**src/rtl/ifetch_tlb_pkg.sv**
```systemverilog
package ifetch_tlb_pkg;
    localparam int VA_W   = 32;
    localparam int PA_W   = 29;
    localparam int PG_LSB = 10;
    localparam int ASID_W = 8;
    localparam int VPN_W  = VA_W - PG_LSB;
    localparam int PPN_W  = PA_W - PG_LSB;

    typedef enum logic [1:0] {
        PG_1K  = 2'b00,
        PG_4K  = 2'b01,
        PG_64K = 2'b10,
        PG_1M  = 2'b11
    } pg_size_e;

    typedef struct packed {
        logic              valid;
        logic [VPN_W-1:0]  vpn;
        logic [ASID_W-1:0] asid;
        logic [PPN_W-1:0]  ppn;
        pg_size_e          size;
        logic              shared;
        logic              cacheable;
        logic              priv_only;
    } tlb_ent_t;

    // One bit per page-number bit: 1 = part of the compared page number
    function automatic logic [VPN_W-1:0] page_mask(pg_size_e sz);
        logic [VPN_W-1:0] ones;
        ones = '1;
        case (sz)
            PG_1K:   page_mask = ones;
            PG_4K:   page_mask = ones << 2;
            PG_64K:  page_mask = ones << 6;
            default: page_mask = ones << 10;
        endcase
    endfunction
endpackage

```
**src/rtl/ifetch_tlb_cmp.sv**
```systemverilog
module ifetch_tlb_cmp
    import ifetch_tlb_pkg::*;
(
    input  tlb_ent_t          ent,
    input  logic [VPN_W-1:0]  va_vpn,
    input  logic [ASID_W-1:0] asid,
    output logic              match,
    output logic [PPN_W-1:0]  pa_page
);
    logic [VPN_W-1:0] mask;
    logic [PPN_W-1:0] pmask;
    logic             page_eq;
    logic             space_ok;

    always_comb begin
        mask     = page_mask(ent.size);
        pmask    = mask[PPN_W-1:0];
        page_eq  = ((ent.vpn ^ va_vpn) & mask) == '0;
        space_ok = ent.shared || (ent.asid == asid);
        match    = ent.valid && page_eq && space_ok;
        pa_page  = (ent.ppn & pmask) | (va_vpn[PPN_W-1:0] & ~pmask);
    end
endmodule

```
**src/rtl/ifetch_tlb_lru.sv**
```systemverilog
module ifetch_tlb_lru #(
    parameter int NUM = 4,
    localparam int IW = $clog2(NUM)
) (
    input  logic          clk,
    input  logic          rst_n,
    input  logic          touch_en,
    input  logic [IW-1:0] touch_idx,
    output logic [IW-1:0] lru_idx
);
    typedef struct packed {
        logic [NUM-1:0][IW-1:0] rank;
    } lru_st_t;

    lru_st_t        st_d, st_q;
    logic [NUM-1:0] oldest;

    always_comb begin
        st_d = st_q;
        if (touch_en) begin
            for (int i = 0; i < NUM; i++) begin
                if (st_q.rank[i] < st_q.rank[touch_idx]) begin
                    st_d.rank[i] = st_q.rank[i] + 1'b1;
                end
            end
            st_d.rank[touch_idx] = '0;
        end
        lru_idx = '0;
        oldest  = '0;
        for (int i = 0; i < NUM; i++) begin
            if (st_q.rank[i] == IW'(NUM - 1)) begin
                lru_idx   = IW'(i);
                oldest[i] = 1'b1;
            end
        end
    end

    always_ff @(posedge clk) begin
        if (!rst_n) begin
            for (int i = 0; i < NUM; i++) begin
                st_q.rank[i] <= IW'(i);
            end
        end else begin
            st_q <= st_d;
        end
    end

    AST_LRU_ONE_OLDEST: assert property (@(posedge clk) disable iff (!rst_n)
        $onehot(oldest));
    AST_LRU_TOUCH_NEWEST: assert property (@(posedge clk) disable iff (!rst_n)
        touch_en |=> (st_q.rank[$past(touch_idx)] == '0));
endmodule

```
**src/rtl/ifetch_tlb.sv**
```systemverilog
module ifetch_tlb
    import ifetch_tlb_pkg::*;
#(
    parameter int NUM_ENTRIES = 4
) (
    input  logic                  clk,
    input  logic                  rst_n,
    input  logic                  lk_req,
    input  logic [VA_W-1:0]       lk_va,
    input  logic [ASID_W-1:0]     lk_asid,
    input  logic                  lk_priv,
    output logic                  lk_hit,
    output logic                  lk_miss,
    output logic                  lk_prot_fault,
    output logic                  lk_multi,
    output logic [PA_W-1:0]       lk_paddr,
    output logic                  lk_cacheable,
    input  logic                  fill_we,
    input  logic [VPN_W-1:0]      fill_vpn,
    input  logic [ASID_W-1:0]     fill_asid,
    input  logic [PPN_W-1:0]      fill_ppn,
    input  logic [1:0]            fill_size,
    input  logic                  fill_shared,
    input  logic                  fill_cacheable,
    input  logic                  fill_prot_hi,
    input  logic                  flush
);
    localparam int IW = $clog2(NUM_ENTRIES);
    localparam int CW = $clog2(NUM_ENTRIES + 1);

    typedef struct packed {
        tlb_ent_t [NUM_ENTRIES-1:0] ent;
    } tlb_st_t;

    tlb_st_t                         st_d, st_q;
    logic [NUM_ENTRIES-1:0]          match_vec;
    logic [NUM_ENTRIES-1:0][PPN_W-1:0] pa_page;
    logic [VPN_W-1:0]                va_vpn;
    logic [CW-1:0]                   n_match;
    logic [IW-1:0]                   hit_idx;
    logic [IW-1:0]                   victim;
    logic [IW-1:0]                   lru_idx;
    logic                            free_found;
    logic                            single;
    logic                            touch_en;
    logic [IW-1:0]                   touch_idx;

    assign va_vpn = lk_va[VA_W-1:PG_LSB];

    for (genvar g = 0; g < NUM_ENTRIES; g++) begin : g_cmp
        ifetch_tlb_cmp u_cmp (
            .ent     (st_q.ent[g]),
            .va_vpn  (va_vpn),
            .asid    (lk_asid),
            .match   (match_vec[g]),
            .pa_page (pa_page[g])
        );
    end

    ifetch_tlb_lru #(.NUM(NUM_ENTRIES)) u_lru (
        .clk       (clk),
        .rst_n     (rst_n),
        .touch_en  (touch_en),
        .touch_idx (touch_idx),
        .lru_idx   (lru_idx)
    );

    always_comb begin
        // lookup outcome
        n_match = '0;
        hit_idx = '0;
        for (int i = 0; i < NUM_ENTRIES; i++) begin
            if (match_vec[i]) begin
                n_match = n_match + 1'b1;
                hit_idx = IW'(i);
            end
        end
        single        = lk_req && !flush && (n_match == CW'(1));
        lk_multi      = lk_req && !flush && (n_match > CW'(1));
        lk_miss       = lk_req && (flush || (n_match == '0));
        lk_prot_fault = single && st_q.ent[hit_idx].priv_only && !lk_priv;
        lk_hit        = single && !lk_prot_fault;
        lk_paddr      = lk_hit ? {pa_page[hit_idx], lk_va[PG_LSB-1:0]} : '0;
        lk_cacheable  = lk_hit && st_q.ent[hit_idx].cacheable;

        // refill victim: lowest free slot, else least recent
        victim     = '0;
        free_found = 1'b0;
        for (int i = 0; i < NUM_ENTRIES; i++) begin
            if (!st_q.ent[i].valid && !free_found) begin
                victim     = IW'(i);
                free_found = 1'b1;
            end
        end
        if (!free_found) begin
            victim = lru_idx;
        end

        // next state
        st_d      = st_q;
        touch_en  = 1'b0;
        touch_idx = hit_idx;
        if (flush) begin
            for (int i = 0; i < NUM_ENTRIES; i++) begin
                st_d.ent[i].valid = 1'b0;
            end
        end else if (fill_we) begin
            st_d.ent[victim].valid     = 1'b1;
            st_d.ent[victim].vpn       = fill_vpn;
            st_d.ent[victim].asid      = fill_asid;
            st_d.ent[victim].ppn       = fill_ppn;
            st_d.ent[victim].size      = pg_size_e'(fill_size);
            st_d.ent[victim].shared    = fill_shared;
            st_d.ent[victim].cacheable = fill_cacheable;
            st_d.ent[victim].priv_only = fill_prot_hi;
            touch_en  = 1'b1;
            touch_idx = victim;
        end else if (lk_hit) begin
            touch_en = 1'b1;
        end
    end

    always_ff @(posedge clk) begin
        if (!rst_n) begin
            st_q <= '0;
        end else begin
            st_q <= st_d;
        end
    end

    AST_ONE_OUTCOME: assert property (@(posedge clk) disable iff (!rst_n)
        lk_req |-> $countones({lk_hit, lk_miss, lk_prot_fault, lk_multi}) == 1);
    AST_IDLE_QUIET: assert property (@(posedge clk) disable iff (!rst_n)
        !lk_req |-> !(lk_hit || lk_miss || lk_prot_fault || lk_multi));
    AST_OFFSET_PASS: assert property (@(posedge clk) disable iff (!rst_n)
        lk_hit |-> lk_paddr[PG_LSB-1:0] == lk_va[PG_LSB-1:0]);
    AST_FAULT_USER_ONLY: assert property (@(posedge clk) disable iff (!rst_n)
        lk_prot_fault |-> !lk_priv);
    AST_NO_CACHE_OFF_HIT: assert property (@(posedge clk) disable iff (!rst_n)
        !lk_hit |-> !lk_cacheable);
    AST_FLUSH_EMPTY: assert property (@(posedge clk) disable iff (!rst_n)
        ($past(flush) && lk_req) |-> lk_miss);
    AST_FILL_LANDS: assert property (@(posedge clk) disable iff (!rst_n)
        (fill_we && !flush) |=> (st_q.ent[$past(victim)].valid));
endmodule

```
**config.mk**
```make
export PLATFORM = sky130hd
export DESIGN_NAME = ifetch_tlb
export DESIGN_NICKNAME = d
export VERILOG_FILES = /design/src/rtl/ifetch_tlb_pkg.sv /design/src/rtl/ifetch_tlb_cmp.sv /design/src/rtl/ifetch_tlb_lru.sv /design/src/rtl/ifetch_tlb.sv
export SDC_FILE = /design/constraint.sdc
export NUM_CORES = 1
export LEC_CHECK = 0
export ABC_CLOCK_PERIOD_IN_PS = 9900
export BUFFER_PORTS_ARGS = -buffer_cell sky130_fd_sc_hd__buf_2
export CORE_ASPECT_RATIO = 0.6
export CORE_UTILIZATION = 60
export DETAILED_ROUTE_END_ITERATION = 12
export PLACE_DENSITY = 0.81
export SETUP_SLACK_MARGIN = 0.02
export SYNTH_ARGS = -nofsm -noshare
export SYNTH_HDL_FRONTEND = slang
export SYNTH_HIERARCHICAL = 1
export SYNTH_SLANG_ARGS = --single-unit
```
**constraint.sdc**
```tcl
create_clock -name clk -period 9.9 [get_ports clk]
set_input_delay 0.99 -clock clk [delete_from_list [all_inputs] [get_ports clk]]
set_output_delay 0.99 -clock clk [all_outputs]
set_load 0.005 [all_outputs]
```
==> flow_summary_export.csv, run 1 <==
group,metric,value,unit
outcome,status,"finished, final reports clean",
worst_setup_path,crit_path_start,"lk_va[12]",
timing,fmax,0.163,GHz
routing,ant_nets,0,
synthesis,synth-edff-count,0,
cells_and_area,fin_nets,1619,
die,die_area,21200,µm²
timing,finalSetupTns,0,ns
power,max-vdd-ir-drop,0.000137,V
grt,grt_usage,30.2,%
synthesis,synth-main-ff-cell,"dfxtp_1",
timing,grt_setup_unrepaired,"no",
run,drv_cap,0,
die,start_util,61.5,%
cells_and_area,syn2layout_area_growth,9.22,%
placement,gp_congestion,0.887,
synthesis,synth_seq_cells,228,
timing,min_period,6.13,ns
timing,setup_viol,0,
cells_and_area,post-route-cell-area,13500,µm²
die,rows,40,
timing,worst_pin_slew,1.19,ns
worst_setup_path,worstPathRequired,8.91,ns
synthesis,yosysWarningCount,6,
clocking,cts_buffers,22,
grt,grt_max_degree,139,
clocking,path_clk_slew,0.07,ns
synthesis,yosysUniqueCellTypes,57,
synthesis,synth-async-reset-ratio,0,%
grt,grt_pass1_vias,9607,
worst_hold_path,hold_class,"register to register",
grt,antenna_found_initial,2,
power,powerDensity,146,nW/µm²
grt,grt-ovfl-total,0,
routing,viasPerCell,5.68,
routing,drt_iter0_markers,997,
grt,grt_pass1_wl,51500,µm
die,fp.coreArea,20100,µm²
clocking,cts_root_buffer,"clkbuf_16",
clocking,cts_setup_buffers,0,
worst_setup_path,cp.arrival,5.14,ns
clocking,cts.htree.levels,1,
synthesis,syn_nets,1578,
worst_setup_path,worstSetupEndpointType,"output pin",
cells_and_area,drive_above_1_share,19.5,%
clocking,cts_tree,"built",
clocking,numClockSinks,228,
timing,hold_viol,0,
timing,slew_viol_final,0,
routing,drt_wl_total,32100,µm
placement,placed_cell_area,12700,µm²
synthesis,syn_area_per_cell,8.41,µm²
die,die_y,113,µm
placement,place_hpwl,20600,µm
synthesis,seq_area_frac_synth,37.0,%
placement,io_buffers,133,
die,io_pins,134,
worst_hold_path,min-delay-start,"st_q[115]",
worst_setup_path,crit_fanout,25,
synthesis,synthCells,1467,
clocking,cts_max_path_buffers,3,
routing,dr_total_vias,10204,
timing,slew_headroom,20.9,%
clocking,clock_latency,0.51,ns
timing,whs,0.458,ns
power,p_leak,4.98,nW
routing,firstDrtPassIters,5,
routing,routedWlPerCell,17.8,µm
cells_and_area,post-route-util,67.2,%
clocking,postCtsHoldBufs,0,
synthesis,syn_area,12300,µm²
routing,drc,0,
worst_setup_path,setup.worst_path.class,"primary input to output pin",
clocking,cts_resized,0,
worst_setup_path,start_kind,"primary input",
timing,fin_crit_sh,61.9,%
timing,clock_skew,0.0126,ns
die,die_w,187,µm
worst_setup_path,r2r_start,"st_q[59]",
==> synth_stat cells (5+ instances only) <==
cell / count / area (µm²)
nand3_1: 14 / 70.1
nor2_1: 33 / 124
a21boi_1: 15 / 113
and2_1: 10 / 62.6
ha_1: 11 / 138
dfxtp_1: 228 / 4560
nand3b_1: 7 / 52.6
xor2_1: 116 / 1020
buf_6: 8 / 90.1
o21ai_0: 27 / 135
nand2b_1: 7 / 43.8
a21boi_2: 51 / 574
mux2_2: 41 / 462
mux2i_1: 47 / 470
a31oi_1: 5 / 31.3
a21oi_1: 10 / 50.1
buf_2: 21 / 105
inv_1: 11 / 41.3
clkbuf_1: 54 / 203
buf_4: 37 / 278
a21boi_0: 153 / 1150
xnor2_1: 8 / 70.1
buf_8: 5 / 75.1
nand2_1: 467 / 1750
nor4_1: 20 / 125
nor3_1: 7 / 35.0
==> where the power goes <==
group          internal, mW  switching (mW)
clock                 0.502           0.365
sequential            0.931          0.0106
combinational        0.0638          0.0899
total                  1.50           0.466
==> worst max-delay path, cell delays in order <==
cell,delay (ns)
buf_2,0.20
xor2_1,0.22
nor4_1,0.39
o21ai_1,0.17
nor4_4,0.27
buf_4,0.46
inv_1,0.13
ha_1,0.37
a21oi_1,0.15
o32ai_1,0.09
o2bb2ai_1,0.26
or3_1,0.73
inv_1,0.31
and2_1,0.26
buf_2,0.12
==> logic make-up after synthesis <==
kind of cell	synth area share, %
simple gates	20.1
fa+ha+maj	1.12
mux	7.92
flops	37.0
compound gates	18.5
xor+xnor	8.80
buf+inv	6.54
==> sequential cells by signal, summed over array words and instances (netlist names) <==
register    flops
st_q          220
u_lru/st_q      8
==> cells in the final DEF (no fill, tap or decap), types with 23 or more instances in the layout <==
cell       instances
a21boi_0         153
a21boi_2          50
buf_2            132
clkbuf_16         23
dfxtp_1          228
mux2_2            41
mux2i_1           47
nand2_1          467
nor2_1            33
o21ai_0           27
xor2_1           116
==> metal layers <==
| layer | track usage [%] | wire [µm] | vias to the layer above | part of all wire [%] |
|---|---|---|---|---|
| met4 | 7.70 | 583 | 0 | 1.8 |
| met2 | 46.3 | 13800 | 434 | 43 |
| met1 | 43.5 | 14900 | 4813 | 46 |
| li1 | - | - | 4910 | - |
| met5 | 0 | 0 | - | 0 |
| met3 | 5.80 | 2840 | 47 | 8.9 |
==> path summary, 6_finish.rpt <==
check,depth (start not counted),endpoint,slack (ns)
max,15,lk_paddr[2],3.77
min,2,st_q[115],0.46
max reg2reg,15,u_lru/st_q[1],4.82
min reg2reg,2,st_q[115],0.46
==> per-stage QoR <==
step	worst slack, ns	std cells	total power, mW
after CTS	3.78	1796	1.97
final	3.77	1798	1.96
after global routing	3.43	1796	2.03
after global placement	3.95	1757	1.11
after floorplan	4.67	1467	1.05
after detailed placement	3.83	1757	1.11
==> final cells by class <==
class | count | area [µm²]
antenna | 2 | 5.00
clock buffer | 31 | 676
clock inverter | 8 | 73.8
fill | 1640 | 6590
inverter | 11 | 41.3
multi-input combinational | 1099 | 7010
sequential | 228 | 4560
tap | 273 | 342
timing repair buffer | 146 | 766
No activity file was read; power rests on OpenSTA's default activity.
==> run 2: changes to the inputs <==
--- a/config.mk
+++ b/config.mk
@@ -5,12 +5,12 @@
 export SDC_FILE = /design/constraint.sdc
 export NUM_CORES = 1
 export LEC_CHECK = 0
-export ABC_CLOCK_PERIOD_IN_PS = 9900
+export ABC_CLOCK_PERIOD_IN_PS = 5950
 export BUFFER_PORTS_ARGS = -buffer_cell sky130_fd_sc_hd__buf_2
 export CORE_ASPECT_RATIO = 0.6
-export CORE_UTILIZATION = 60
+export CORE_UTILIZATION = 59
 export DETAILED_ROUTE_END_ITERATION = 12
-export PLACE_DENSITY = 0.81
+export PLACE_DENSITY = 0.8
 export SETUP_SLACK_MARGIN = 0.02
 export SYNTH_ARGS = -nofsm -noshare
 export SYNTH_HDL_FRONTEND = slang
==> constraint.sdc (replaced) <==
create_clock -name clk -period 5.95 [get_ports clk]
set_input_delay 0.595 -clock clk [delete_from_list [all_inputs] [get_ports clk]]
set_output_delay 0.595 -clock clk [all_outputs]
set_load 0.005 [all_outputs]
==> flow_summary_export.csv, run 2 (synthesis gave the netlist of run 1 again) <==
group,metric,value,unit
clocking,cts_root_buffer,"clkbuf_16",
cells_and_area,drive_above_1_share,19.5,%
cells_and_area,final_cell_mix,"nand2_1, dfxtp_1, a21boi_0",
clocking,cts_resized,0,
clocking,cts.htree.levels,1,
timing,slew_headroom,17.3,%
routing,drt_iter0_markers,972,
die,start_util,60.9,%
worst_hold_path,hold_class,"primary input to register",
die,die_y,114,µm
worst_setup_path,ff2ff_setup_slack,1.34,ns
grt,grt_pass1_wl,53400,µm
cells_and_area,fillers,1693,
worst_setup_path,worstSetupEndpointType,"output pin",
routing,drt_wl_total,33500,µm
clocking,path_clk_slew,0.07,ns
timing,clock_skew,0.0244,ns
run,drv_cap,0,
timing,whs,0.345,ns
timing,fmax,0.198,GHz
worst_setup_path,setup.worst_path.class,"register to output pin",
die,die_w,189,µm
timing,fin_crit_sh,84.8,%
clocking,cts_max_path_buffers,3,
cells_and_area,syn2layout_area_growth,9.70,%
worst_setup_path,worstPathRequired,5.36,ns
routing,ant_nets,0,
worst_setup_path,r2r-end,"u_lru/st_q[1]",
clocking,cts_buffers,22,
timing,finalSetupTns,0,ns
worst_setup_path,start_kind,"register",
placement,place_hpwl,21800,µm
routing,viasPerCell,5.73,
worst_setup_path,cp.arrival,4.45,ns
worst_hold_path,min-delay-start,"fill_ppn[17]",
placement,io_buffers,133,
outcome,status,"finished, final reports clean",
grt,grt_usage,31.1,%
die,rows,40,
clocking,cts_tree,"built",
worst_setup_path,worst_r2r_path_depth,14,
clocking,cts_setup_buffers,0,
routing,routedWlPerCell,18.6,µm
timing,grt_setup_unrepaired,"no",
timing,worst_pin_slew,1.24,ns
routing,dr_total_vias,10317,
clocking,numClockSinks,228,
cells_and_area,largest_reg_flops,220,
timing,setup_viol,0,
timing,min_period,5.05,ns
cells_and_area,seqCellArea,4560,µm²
grt,antenna_found_initial,2,
cells_and_area,final_common_cell,"nand2_1",
routing,firstDrtPassIters,7,
timing,slew_viol_final,0,
cells_and_area,fin_nets,1622,
worst_setup_path,r2r_start,"st_q[4]",
grt,grt-ovfl-total,0,
die,die_area,21500,µm²
worst_hold_path,whs_path_depth,3,
cells_and_area,top_register,"st_q",
grt,grt_pass1_vias,9963,
power,max-vdd-ir-drop,0.000211,V
placement,gp_congestion,0.890,
clocking,postCtsHoldBufs,0,
worst_hold_path,worstHoldEndpoint,"st_q[132]",
timing,hold_viol,0,
power,powerDensity,247,nW/µm²
power,p_leak,5.01,nW
worst_setup_path,crit_fanout,13,
cells_and_area,largestRegisters,"st_q (220), u_lru/st_q (8)",
die,fp.coreArea,20300,µm²
grt,grt_max_degree,116,
cells_and_area,multiInputGateArea,7010,µm²
die,io_pins,134,
clocking,clock_latency,0.53,ns
routing,drc,0,
run 2: changes by cell type in the layout (fill, tap and decap cells not counted), sizes merged:
| cell | previous run | this run |
|---|---|---|
| clkinv | 5 | 3 |
| buf | 146 | 149 |
| clkinvlp | 2 | 0 |
| clkbuf | 31 | 32 |
| diode | 2 | 1 |
| bufinv | 1 | 3 |
run 2: area by class of cell:
class	count	share of cell area, %
flip-flops and latches	228	33.7
well taps	273	2.52
diodes	1	0.0185
clock buffers	32	4.86
inverters	11	0.305
repair buffers	149	5.82
multi-input cells	1099	51.8
clock inverters	6	0.970
run 2: critical path, stage by stage (launching register included):
cell and delay, ns:
dfxtp_1 0.58, nand2_1 0.32, o41ai_2 0.12, o21ai_1 0.14, nor4_2 0.50, inv_1 0.14, ha_1 0.41, a21oi_1 0.09
o32ai_1 0.23, o2bb2ai_1 0.22, or3_1 0.60, buf_4 0.26, nor2_1 0.16, buf_2 0.16
run 2: power by group:
group | internal (mW) | leakage [nW] | switching, mW
sequential | 1.55 | 1.84 | 0.0187
combinational | 0.106 | 2.79 | 0.151
clock | 0.903 | 0.385 | 0.621
total | 2.56 | 5.01 | 0.791
run 2: through the flow:
stage | worst slack (ns) | cells | total power, mW | instance area (µm²) | util, %
final | 0.903 | 1799 | 3.35 | 13500 | 66.8
after global routing | 0.666 | 1799 | 3.45 | 13500 | 66.8
after CTS | 1.05 | 1798 | 3.35 | 13500 | 66.8
after detailed placement | 1.07 | 1760 | 1.85 | 12700 | 62.9
after global placement | 1.26 | 1760 | 1.85 | 12700 | 62.9
after floorplan | 1.46 | 1467 | 1.74 | 12300 | -
run 2: routing by layer:
metal	wire length [µm]	vias to the layer above	GRT usage, %
met5	9	-	0
met3	3210	44	7.11
met1	15100	4923	43.7
li1	-	4908	-
met2	14500	440	48.1
met4	629	2	7.42
run 2: worst max-delay path by stage:
stage               startpoint       endpoint  cells past startpoint  slack, ns
finish                 st_q[4]   lk_paddr[10]                     13       0.90
global route           st_q[4]   lk_paddr[10]                     13       0.67
CTS                    st_q[4]   lk_paddr[10]                     13       1.05
detailed placement   lk_va[25]  u_lru/st_q[1]                     15       1.07
global placement     lk_va[31]   lk_paddr[10]                     14       1.26
floorplan            lk_va[17]  u_lru/st_q[1]                     17       1.46
==> run 3: changes to the inputs <==
--- a/config.mk
+++ b/config.mk
@@ -5,12 +5,13 @@
 export SDC_FILE = /design/constraint.sdc
 export NUM_CORES = 1
 export LEC_CHECK = 0
-export ABC_CLOCK_PERIOD_IN_PS = 5950
+export ABC_AREA = 1
+export ABC_CLOCK_PERIOD_IN_PS = 5110
 export BUFFER_PORTS_ARGS = -buffer_cell sky130_fd_sc_hd__buf_2
 export CORE_ASPECT_RATIO = 0.6
-export CORE_UTILIZATION = 59
+export CORE_UTILIZATION = 60
 export DETAILED_ROUTE_END_ITERATION = 12
-export PLACE_DENSITY = 0.8
+export PLACE_DENSITY = 0.81
 export SETUP_SLACK_MARGIN = 0.02
 export SYNTH_ARGS = -nofsm -noshare
 export SYNTH_HDL_FRONTEND = slang
==> constraint.sdc (replaced) <==
create_clock -name clk -period 5.11 [get_ports clk]
set_input_delay 0.511 -clock clk [delete_from_list [all_inputs] [get_ports clk]]
set_output_delay 0.511 -clock clk [all_outputs]
set_load 0.005 [all_outputs]
==> flow_summary_export.csv, run 3 <==
group,metric,value,unit
outcome,status,"finished, final reports clean",
grt,grt_pass1_wl,59000,µm
clocking,cts_buffers,22,
power,powerDensity,280,nW/µm²
timing,grt_setup_unrepaired,"no",
worst_setup_path,slowest_delay,0.70,ns
synthesis,yosysWarningCount,6,
grt,grt-ovfl-total,0,
routing,drt_iter0_markers,1518,
routing,drt_wl_total,37400,µm
grt,grt_pass1_vias,11182,
synthesis,syn_area_per_cell,6.29,µm²
cells_and_area,syn2layout_area_growth,8.96,%
clocking,cts_max_path_buffers,3,
worst_setup_path,worstPathRequired,4.60,ns
die,start_util,62.4,%
clocking,path_clk_slew,0.06,ns
power,combPwrFrac,11.1,%
routing,highest_layer,"met4",
timing,slew_viol_final,0,
worst_setup_path,worstSetupEndpointType,"output pin",
clocking,numClockSinks,228,
worst_setup_path,start_kind,"register",
grt,antenna_found_initial,3,
worst_setup_path,crit_fanout,25,
die,die_w,190,µm
power,swShare,26.4,%
die,die_y,115,µm
power,clkPwrFrac,41.2,%
synthesis,yosysUniqueCellTypes,36,
cells_and_area,final_common_cell,"nor2_1",
die,io_pins,134,
timing,hold_viol,0,
synthesis,synth_seq_cells,228,
placement,gp_congestion,0.960,
synthesis,synth-async-reset-ratio,0,%
synthesis,synth-main-ff-cell,"dfxtp_1",
power,intPower,2.86,mW
worst_setup_path,cp.arrival,4.01,ns
cells_and_area,fin_nets,2187,
synthesis,synth.most_common_cell,"nor2_1",
timing,fmax,0.221,GHz
timing,slew_headroom,36.0,%
timing,setup_viol,0,
worst_setup_path,crit_top_cell,"nand2_1",
clocking,cts_setup_buffers,0,
worst_setup_path,setup.worst_path.class,"register to output pin",
placement,place_hpwl,25000,µm
grt,grt_max_degree,109,
synthesis,synth-edff-count,0,
timing,fin_crit_sh,88.4,%
synthesis,synth_top_area_share,35.8,%
power,max-vdd-ir-drop,0.000209,V
clocking,cts_tree,"built",
cells_and_area,largestRegisters,"st_q (220), u_lru/st_q (8)",
routing,dr_total_vias,12789,
clocking,clock_latency,0.52,ns
synthesis,syn_area,12700,µm²
worst_hold_path,hold_class,"primary input to register",
timing,min_period,4.52,ns
clocking,cts.htree.levels,1,
routing,firstDrtPassIters,6,
cells_and_area,final_cell_mix,"nor2_1, nand2_1, o21ai_0",
synthesis,syn_nets,2134,
die,die_area,21800,µm²
clocking,cts_root_buffer,"clkbuf_16",
power,power_switching,1.02,mW
power,p_leak,6.25,nW
worst_setup_path,cp_slowest_cell,"a21oi_4",
placement,io_buffers,133,
synthesis,yosys.area.top_type,"dfxtp_1",
routing,routedWlPerCell,15.8,µm
routing,viasPerCell,5.41,
synthesis,seq_area_frac_synth,35.8,%
cells_and_area,top_register,"st_q",
synthesis,netlist_top_cells_count,"nor2_1, nand2_1, o21ai_0",
clocking,postCtsHoldBufs,0,
timing,finalSetupTns,0,ns
die,fp.coreArea,20400,µm²
routing,wl_met3,4270,µm
cells_and_area,drive_above_1_share,12.2,%
routing,wl_met2,15100,µm
placement,place_inst,2325,
timing,worst_pin_slew,0.950,ns
cells_and_area,layout.cells.non_filler,2366,
synthesis,ys_top_cells_by_area,"dfxtp_1, nor2_1, o21ai_0, nand2_1, inv_1",
routing,drc,0,
cells_and_area,largest_reg_flops,220,
grt,grt_usage,34.2,%
cells_and_area,fillers,1865,
power,power_frac_seq,47.7,%
run,drv_cap,0,
routing,drt-met1-wl,17400,µm
timing,clock_skew,0.00910,ns
die,rows,40,
synthesis,synthCells,2023,
routing,ant_nets,0,
worst_setup_path,crit_chain,"nor2_2 > nand3_1 > nand2_1 > nor3_1 > nand2_1 > nor2_2 > buf_4 > nand2_1 > nand3_1 > nand2_1 > a21oi_4 > buf_4 > inv_2 > nor2_1 > buf_2",
clocking,cts_resized,0,
[run 3: cell type report]
class / instances / area [µm²] / area share, %
inverter: 237 / 892 / 6.43
clock inverter: 7 / 38.8 / 0.280
tap: 273 / 342 / 2.46
timing repair buffer: 155 / 833 / 6.01
antenna: 3 / 7.51 / 0.0541
multi-input combinational: 1432 / 6540 / 47.2
clock buffer: 31 / 656 / 4.72
sequential: 228 / 4560 / 32.9
[run 3: metal layers]
layer	vias up	global-route usage [%]
li1	6365	-
met1	5712	51.2
met2	658	49.9
met3	54	6.81
met4	0	7.90
met5	-	0
[run 3: metrics by stage]
step,worst slack (ns),util (%),instance area (µm²),hold WS (ns),power (mW)
finish,0.592,68.0,13900,0.273,3.89
global placement,0.849,64.5,13200,0.455,2.30
detailed placement,0.833,64.5,13200,0.463,2.31
CTS,0.706,67.9,13900,0.268,3.88
global route,0.381,67.9,13900,0.279,4.03
floorplan,1.83,-,12700,0.446,2.16
[run 3: critical path, delay by kind of cell (launching register included)]
| family | cells | cell delay [ns] |
|---|---|---|
| flops | 1 | 0.47 |
| buf+inv | 4 | 0.79 |
| compound gates | 1 | 0.70 |
| simple gates | 10 | 1.52 |
[run 3: logic make-up after synthesis]
family	Yosys count	share of synthesized area, %
mux	4	0.354
buf+inv	363	12.9
flops	228	35.8
fa+ha+maj	11	1.08
xor+xnor	32	2.20
compound gates	406	16.4
simple gates	979	31.3
[run 3: worst paths after layout]
kind	cells past startpoint	end	start	slack, ns
worst min register to register	2	st_q[127]	st_q[127]	0.48
worst min-delay path	3	st_q[97]	fill_vpn[10]	0.27
worst max-delay path	15	lk_prot_fault	st_q[59]	0.59
worst max register to register	20	u_lru/st_q[1]	st_q[59]	0.79
[run 3: power by group through the flow]
stage / Clock (mW) / Sequential [mW] / Combinational, mW
after CTS: 1.61 / 1.85 / 0.421
after detailed placement: 0 / 1.89 / 0.420
final: 1.60 / 1.85 / 0.431
after floorplan: 0 / 1.88 / 0.278
after global routing: 1.69 / 1.86 / 0.482
after global placement: 0 / 1.89 / 0.408
